### config.mk
export PLATFORM = sky130hd
export DESIGN_NAME = modem_stat_reg
export DESIGN_NICKNAME = d
export VERILOG_FILES = /design/src/rtl/mstat_pkg.sv /design/src/rtl/mstat_sync.sv /design/src/rtl/mstat_line.sv /design/src/rtl/modem_stat_reg.sv
export SDC_FILE = /design/constraint.sdc
export NUM_CORES = 1
export LEC_CHECK = 0
export BUFFER_PORTS_ARGS = -buffer_cell sky130_fd_sc_hd__buf_2
export CAP_MARGIN = 0
export CORE_MARGIN = 4
export CORE_UTILIZATION = 35
export CTS_BUF_LIST = sky130_fd_sc_hd__clkbuf_16
export CTS_CLUSTER_DIAMETER = 100
export DETAILED_ROUTE_END_ITERATION = 10
export PLACE_DENSITY = 0.68
export SETUP_SLACK_MARGIN = 0.4
export SYNTH_ARGS = -nofsm -noshare
export SYNTH_HDL_FRONTEND = slang
export SYNTH_SLANG_ARGS = --single-unit
### constraint.sdc
create_clock -name clk -period 1.35 [get_ports clk]
set_input_delay 0.0675 -clock clk [delete_from_list [all_inputs] [get_ports clk]]
set_output_delay 0.0675 -clock clk [all_outputs]
set_load 0.03 [all_outputs]
### src/rtl/mstat_pkg.sv
package mstat_pkg;
  localparam int REG_W     = 32;
  localparam int NUM_LINES = 3;

  // Line index order inside every internal vector: 0 = CTS, 1 = DSR, 2 = DCD.
  // Bit positions in the host word are decoded by driver software, so they are fixed.
  localparam int DELTA_POS [NUM_LINES] = '{0, 1, 3};
  localparam int STATE_POS [NUM_LINES] = '{4, 5, 7};

  function automatic logic [REG_W-1:0] pack_word(input logic [NUM_LINES-1:0] st,
                                                 input logic [NUM_LINES-1:0] dl);
    logic [REG_W-1:0] w;
    w = '0;
    for (int i = 0; i < NUM_LINES; i++) begin
      w[DELTA_POS[i]] = dl[i];
      w[STATE_POS[i]] = st[i];
    end
    return w;
  endfunction
endpackage

### src/rtl/mstat_sync.sv
module mstat_sync #(
  parameter int   WIDTH   = 1,
  parameter int   STAGES  = 2,
  parameter logic RST_VAL = 1'b1
) (
  input  logic             clk,
  input  logic             rst_n,
  input  logic [WIDTH-1:0] d_i,
  output logic [WIDTH-1:0] q_o
);
  localparam int CHAIN_W = STAGES * WIDTH;

  logic [CHAIN_W-1:0] chain_q;

  generate
    if (STAGES == 1) begin : g_single
      always_ff @(posedge clk or negedge rst_n) begin
        if (!rst_n) chain_q <= {CHAIN_W{RST_VAL}};
        else        chain_q <= d_i;
      end
    end else begin : g_multi
      always_ff @(posedge clk or negedge rst_n) begin
        if (!rst_n) chain_q <= {CHAIN_W{RST_VAL}};
        else        chain_q <= {chain_q[CHAIN_W-WIDTH-1:0], d_i};
      end
    end
  endgenerate

  assign q_o = chain_q[CHAIN_W-1 -: WIDTH];
endmodule

### src/rtl/mstat_line.sv
module mstat_line (
  input  logic clk,
  input  logic rst_n,
  input  logic pin_sync_n_i,
  input  logic loop_src_i,
  input  logic loop_en_i,
  input  logic arm_i,
  input  logic clr_i,
  output logic eff_o,
  output logic state_o,
  output logic delta_o
);
  logic state_q;
  logic delta_q;
  logic eff;

  // Effective level: looped control bit, or the inverted synchronized pin.
  assign eff = loop_en_i ? loop_src_i : ~pin_sync_n_i;

  always_ff @(posedge clk or negedge rst_n) begin
    if (!rst_n) begin
      state_q <= 1'b0;
      delta_q <= 1'b0;
    end else begin
      state_q <= eff;
      if (!arm_i) delta_q <= 1'b0;
      else        delta_q <= (eff != state_q) | (delta_q & ~clr_i);
    end
  end

  assign eff_o   = eff;
  assign state_o = state_q;
  assign delta_o = delta_q;
endmodule

### src/rtl/modem_stat_reg.sv
module modem_stat_reg
  import mstat_pkg::*;
#(
  parameter int                SYNC_STAGES = 2,
  parameter int                ADDR_W      = 8,
  parameter logic [ADDR_W-1:0] REG_OFFSET  = 8'h2C
) (
  input  logic              clk,
  input  logic              rst_n,
  input  logic              cts_n_i,
  input  logic              dsr_n_i,
  input  logic              dcd_n_i,
  input  logic              loop_en_i,
  input  logic              rts_i,
  input  logic              dtr_i,
  input  logic              out2_i,
  input  logic [ADDR_W-1:0] addr_i,
  input  logic              rd_en_i,
  input  logic              wr_en_i,
  output logic [REG_W-1:0]  rd_data_o
);
  localparam int SETTLE = SYNC_STAGES + 1;
  localparam int CNT_W  = $clog2(SETTLE + 1);

  logic [NUM_LINES-1:0] pin_n;
  logic [NUM_LINES-1:0] pin_sync_n;
  logic [NUM_LINES-1:0] loop_src;
  logic [NUM_LINES-1:0] line_eff;
  logic [NUM_LINES-1:0] line_state;
  logic [NUM_LINES-1:0] line_delta;
  logic [CNT_W-1:0]     settle_q;
  logic                 arm;
  logic                 rd_hit;

  assign pin_n    = {dcd_n_i, dsr_n_i, cts_n_i};
  assign loop_src = {out2_i, dtr_i, rts_i};

  mstat_sync #(
    .WIDTH  (NUM_LINES),
    .STAGES (SYNC_STAGES),
    .RST_VAL(1'b1)
  ) u_sync (
    .clk  (clk),
    .rst_n(rst_n),
    .d_i  (pin_n),
    .q_o  (pin_sync_n)
  );

  // Settle window: state tracks the pins, flags stay quiet until the chain is full.
  always_ff @(posedge clk or negedge rst_n) begin
    if (!rst_n)                        settle_q <= '0;
    else if (settle_q != CNT_W'(SETTLE)) settle_q <= settle_q + 1'b1;
  end
  assign arm = (settle_q == CNT_W'(SETTLE));

  assign rd_hit = rd_en_i & ~wr_en_i & (addr_i == REG_OFFSET);

  generate
    for (genvar i = 0; i < NUM_LINES; i++) begin : g_line
      mstat_line u_line (
        .clk         (clk),
        .rst_n       (rst_n),
        .pin_sync_n_i(pin_sync_n[i]),
        .loop_src_i  (loop_src[i]),
        .loop_en_i   (loop_en_i),
        .arm_i       (arm),
        .clr_i       (rd_hit),
        .eff_o       (line_eff[i]),
        .state_o     (line_state[i]),
        .delta_o     (line_delta[i])
      );
    end
  endgenerate

  assign rd_data_o = rd_hit ? pack_word(line_state, line_delta) : '0;
endmodule

# Word level (Yosys, flattened, before mapping)
# Index checks and enable logic that the tools add are counted.
[totals]
wordCells = 35
inputBits = 19
register_bits = 14
[op_classes]
muxes = 7
add_sub_neg = 1
bitwise_logic = 13
n_eq_ne = 6
[ops]
columns = ["operator", "n"]
rows = [
  ["$eq 8x6->1 const B", 1],
  ["$mux 8", 1],
  ["$mux 1", 6],
  ["$and 1x1->1", 5],
  ["$not 1->1", 5],
  ["$ne 1x1->1", 3],
  ["$or 1x1->1", 3],
  ["$add 2x1->2 const B", 1],
  ["$eq 2x2->1 const B", 1],
  ["$ne 2x2->1 const B", 1],
]

# Depth between registers and ports, before layout
[logic_depth]
ltp_word = 7
ltp_mapped = 4
depth_no_buf = 3

# Modules after synthesis
# From an unflattened synthesis, not the netlist that was laid out.
[hier_totals]
hier_cells = 86
area_unflattened_um2 = 860.8
[by_module_without_submodules]
columns = ["mod", "area_per_inst_um2", "cells_per_inst", "instances", "seq_area_each_um2"]
rows = [
  ["modem_stat_reg", 380.4, 50, 1, 50.0],
  ["mstat_line", 100.1, 9, 3, 50.0],
  ["mstat_sync", 180.2, 9, 1, 157.7],
]

# Least setup slack after synthesis
# OpenSTA, ideal clock, no wires.
[synth_timing]
path_type = "reg-to-reg"
startpoint = "register settle_q[0]"
endpoint = "register settle_q[1]"
t_required_ps = 1225
path_slack_ps = 295
setup_ps = 125
stages_incl_launch_ff = 3
synth_period_minus_slack_ps = 1055
t_arrival_ps = 930
cell_sequence = "dfrtp_1 > ha_1 > mux2_2"
[synth_between]
elab_chain_len = 1
[synth_rtl]
columns = ["element", "line", "text"]
rows = [
  ["start, declared", "modem_stat_reg.sv:31", "logic [CNT_W-1:0] settle_q;"],
  ["start signal, assigned", "modem_stat_reg.sv:52", "else if (settle_q != CNT_W'(SETTLE)) settle_q <= settle_q + 1'b1;"],
  ["$add 2x1->2 or $ne 2x2->1 (tied branches)", "modem_stat_reg.sv:52", ""],
]
# Parallel ways exist; a longest one is shown, timed or not.
# A chain may end at the register's enable or synchronous reset.

# Worst setup path in the final report
[layout_timing]
startpoint = "register u_sync.chain_q[5]"
endpoint = "register g_line[2].u_line.delta_q"
[layout_between]
elab_chain_len = 5
[layout_rtl]
columns = ["element", "line", "text"]
rows = [
  ["start, declared", "mstat_sync.sv:13", "logic [CHAIN_W-1:0] chain_q;"],
  ["start signal, assigned", "mstat_sync.sv:23", "if (!rst_n) chain_q <= {CHAIN_W{RST_VAL}};"],
  ["start signal, assigned", "mstat_sync.sv:24", "else chain_q <= {chain_q[CHAIN_W-WIDTH-1:0], d_i};"],
  ["$not 1->1", "mstat_line.sv:18", "assign eff = loop_en_i ? loop_src_i : ~pin_sync_n_i;"],
  ["$mux 1", "mstat_line.sv:18", ""],
  ["$ne 1x1->1", "mstat_line.sv:27", "else delta_q <= (eff != state_q) | (delta_q & ~clr_i);"],
  ["$or 1x1->1", "mstat_line.sv:27", ""],
  ["$mux 1", "mstat_line.sv:26", "if (!arm_i) delta_q <= 1'b0;"],
  ["end signal, assigned", "mstat_line.sv:27", ""],
  ["end, declared", "mstat_line.sv:14", "logic delta_q;"],
]
# No other way between the ends.

==> results.txt <==
The run finished with clean final reports. The share of layout cells above drive strength 1 was 0.4955. The fraction of the core area covered by cells at the end of the flow came out at 0.5546. For the final weighted congestion of routability-driven global placement, the log shows 0.7690. Startpoint of the lowest-slack hold path: rts_i. The routed length per instance came out at 11.48 µm. The count of buffers added on input and output ports is 24. The wire-length estimate of the detail-placed layout is 1.097 mm.

In the post-synthesis netlist, the biggest area contributors are sky130_fd_sc_hd__buf_4 (26%), sky130_fd_sc_hd__dfrtp_1 (25%), sky130_fd_sc_hd__dfstp_2 (20%), sky130_fd_sc_hd__and2_1 (7.1%), sky130_fd_sc_hd__nand2b_1 (4.7%). TritonCTS built the clock tree. The switching share of power works out to 0.2570. The run gives 792.0 µm² as the synthesized area. Type of element capturing the critical path: a flip-flop. The logs give 14 for the clock net sink count and 0.5599 nW for the leakage power figure.

For this design the ratio of total power to cell area is 1047 mW/mm². The final layout contains routed wiring with a total length of 1.584 mm. The analysis attributes to net switching a power of 0.3078 mW. The post-route clock period utilization is 0.7731, and the wire length of the first global-routing pass is 2.325 mm. On the final layout, the worst hold slack is 0.1903 ns.

The netlist uses 16 different library cells. The post-synthesis register bit count was 14. Setup repair after global routing could not meet its margin everywhere. The global-route total usage across every layer was 0.09492; the number of vias per cell after detailed routing was 4.312. The tool flagged a number of max-cap violations equal to 0.

Area enclosed by the die boundary: 0.003088 mm². The run gives 2 as the clock tree buffer depth. Most area-hungry cell type in the Yosys netlist: sky130_fd_sc_hd__buf_4.

The run gives 0.156 as the fraction of power consumed by combinational cells. The start-to-end type of the worst setup path is flip-flop to flip-flop. The most used flip-flop cell after synthesis is sky130_fd_sc_hd__dfrtp_1. On the final layout, the worst clock skew is 0.003450 ns. Async set-or-reset flop fraction in the synthesized netlist: 1.000. The die is 55.57 µm wide.

The instance count of the mapped netlist was 76. The total via count in the routed design is 595. The floorplan core area was 0.002062 mm². For this run, the number of Yosys warnings is 0. The number of antenna violations at the first check in global routing was 0; the largest vdd supply drop was 0.9804 mV.

The highest achievable clock rate was 0.9582 GHz. The logs give 0 for the max-slew violation count and 0 ns for the final setup TNS. The final layout contains 132 nets. Worst reg2reg path startpoint: u_sync.chain_q[5]. For this run, design rule violations remaining after detail routing come to 0. The number of endpoints with negative hold slack in the final report was 0; the minimum clock period was 1.044 ns. Yosys mapped a number of flops with a built-in enable equal to 0. 0 antenna diodes ended up in the layout. For hold timing, the worst endpoint is g_line[0].u_line.state_o. The maximum number of pins on one net before global-route repair was 15. Pin placement for this block handled 51 I/O pins.

The detail route stage leaves a number of antenna-violating nets equal to 0. The run gives 0.3841 as the starting density of the core. The tools report the root cell of the clock tree as sky130_fd_sc_hd__clkbuf_16.

After floorplanning, the core was divided into 16 placement rows. The cell depth of the worst min-delay path is 3, and the minimum setup slack among reg-to-reg paths is 0.31 ns. The CTS buffer count was 3; the DRC violation total after the first TritonRoute iteration was 4. The run gives 0 as the total congestion overflow after global routing.

The tightest min-delay check is of the input pin to flip-flop type. At the later pin of the worst-skew pair, clock insertion delay measures 0.24 ns. The die is 55.57 µm tall.

Worst reg2reg path endpoint: g_line[2].u_line.delta_o. The number of cells on the worst reg-to-reg path is 3. Of all nets on the critical path, the largest fanout is 3. The run gives 0.464 as the clock network fraction of total power. Compared with the post-synthesis result, the final layout area differs by 44.39%.

A synthesized cell averages 10.42 µm². The clock-pin slew of the registers on the worst-case setup and hold paths works out to 0.05 ns. The total of endpoints with negative setup slack in the final report came out at 0. The number of H-tree levels came out at 1. The arrival time of the worst setup path was 1.17 ns; the share of the yosys chip area belonging to registers was 0.4518. STA classifies the critical path startpoint as a flip-flop. The filler cells instantiated in the layout total 180. Data on the critical path is required at its endpoint by 1.47 ns. The fraction of synthesized cell area taken by the top area cell type works out to 0.2559.

Sequential share of power: 0.380. The run gives 4 as the number of iterations in the first detailed-routing pass. The internal portion of the total power is 0.8899 mW.

The run gives 553 as the via count of the first global-routing pass.
-- cells by family (layout without fill, tap and decap cells) --
family,count (synthesis),after routing,share of synthesized area
buffers and inverters,28,38,0.2607
and+or+nand+nor,24,24,0.1896
DFF,14,14,0.4518
AOI/OAI and AO/OA,6,6,0.05213
adders and majority gates,1,1,0.01580
other,1,26,0.004735
xor gates and xnor gates,1,1,0.01106
muxes,1,1,0.01422
-- flip-flops by register name, indices dropped and copies added, names as in the netlist --
signal                 flops
g_line.u_line.delta_o      3
g_line.u_line.state_o      3
settle_q                   2
u_sync.chain_q             6
-- layout make-up --
cell class / instances / area [µm²] / area share
well taps: 27 / 33.78 / 0.02954
flip-flops and latches: 14 / 357.8 / 0.3129
inverters: 1 / 3.754 / 0.003282
multi-input cells: 59 / 415.4 / 0.3632
repair buffers: 33 / 254.0 / 0.2221
clock buffers: 3 / 75.07 / 0.06565
clock inverters: 1 / 3.754 / 0.003282
-- metrics by stage --
step | std cells | total power, mW | cell area (µm²) | worst slack [ns]
2_1_floorplan | 101 | 0.6306 | 905.9 | 0.3350
3_3_place_gp | 126 | 0.6093 | 864.6 | 0.1650
3_5_place_dp | 126 | 0.6119 | 864.6 | 0.1081
4_1_cts | 136 | 1.186 | 1095 | 0.2867
5_1_grt | 138 | 1.243 | 1144 | 0.2280
6_report | 138 | 1.198 | 1144 | 0.3064
-- power by group through the flow --
stage / combinational, mW / sequential (mW) / clock (mW)
global route: 0.199 / 0.456 / 0.588
finish: 0.187 / 0.455 / 0.556
global placement: 0.153 / 0.456 / 0
floorplan: 0.176 / 0.455 / 0
CTS: 0.176 / 0.452 / 0.558
detailed placement: 0.155 / 0.457 / 0
-- worst max-delay path, stage by stage, from the launching register on --
cell and delay, ns:
sky130_fd_sc_hd__dfstp_2 0.51, sky130_fd_sc_hd__nand2b_1 0.08, sky130_fd_sc_hd__a21oi_1 0.23, sky130_fd_sc_hd__o32ai_2 0.11
-- synthesized netlist by cell type (2+ instances only) --
library cell / count
sky130_fd_sc_hd__o32ai_1: 3
sky130_fd_sc_hd__nand2b_1: 6
sky130_fd_sc_hd__and2_1: 9
sky130_fd_sc_hd__nor4b_1: 2
sky130_fd_sc_hd__dfstp_2: 6
sky130_fd_sc_hd__dfrtp_1: 8
sky130_fd_sc_hd__and3_1: 3
sky130_fd_sc_hd__nand2_1: 3
sky130_fd_sc_hd__buf_4: 27
sky130_fd_sc_hd__a21oi_1: 3
-- cells in the final DEF (no fill, tap or decap) --
cell type                        n
sky130_fd_sc_hd__conb_1         26
sky130_fd_sc_hd__buf_2          15
sky130_fd_sc_hd__buf_4           5
sky130_fd_sc_hd__inv_1           1
sky130_fd_sc_hd__and2_4          6
sky130_fd_sc_hd__xnor2_1         1
sky130_fd_sc_hd__nand2_1         3
sky130_fd_sc_hd__mux2_2          1
sky130_fd_sc_hd__dfstp_2         6
sky130_fd_sc_hd__and3_1          2
sky130_fd_sc_hd__nor4b_4         1
sky130_fd_sc_hd__o32ai_2         3
sky130_fd_sc_hd__nand2b_1        4
sky130_fd_sc_hd__buf_6           9
sky130_fd_sc_hd__clkbuf_16       3
sky130_fd_sc_hd__nand2b_4        2
sky130_fd_sc_hd__a21oi_1         3
sky130_fd_sc_hd__nor4b_2         1
sky130_fd_sc_hd__dfrtp_1         8
sky130_fd_sc_hd__and2_1          3
sky130_fd_sc_hd__dlygate4sd3_1   4
sky130_fd_sc_hd__clkinv_1        1
sky130_fd_sc_hd__and4_4          1
sky130_fd_sc_hd__and3_4          1
sky130_fd_sc_hd__ha_4            1
-- repair_timing --
item | 4_1_cts | 5_1_grt
pin swaps | 12 | 4
hold buffers | 4 | 0
hold endpoints to repair | 17 | 0
endpoints found under the setup margin | 10 | 10
resized for setup | 27 | 5
buffers inserted | 2 | 2
-- worst max path at each step --
stage                                          end              start  cells after the start
after global routing      g_line[2].u_line.delta_o  u_sync.chain_q[5]                      3
after global placement                rd_data_o[1]            wr_en_i                      5
after detailed placement              rd_data_o[3]            wr_en_i                      5
after CTS                 g_line[2].u_line.delta_o  u_sync.chain_q[5]                      3
after floorplan           g_line[0].u_line.delta_o  u_sync.chain_q[3]                      3
final                     g_line[2].u_line.delta_o  u_sync.chain_q[5]                      3
-- layer usage --
metal | GRT usage | vias up | routed length, µm
li1 | - | 267 | -
met4 | 0.03819 | 0 | 26
met2 | 0.1605 | 50 | 771
met1 | 0.09026 | 274 | 511
met5 | 0 | - | 0
met3 | 0.06265 | 4 | 274
No activity file was read; power rests on OpenSTA's default activity.
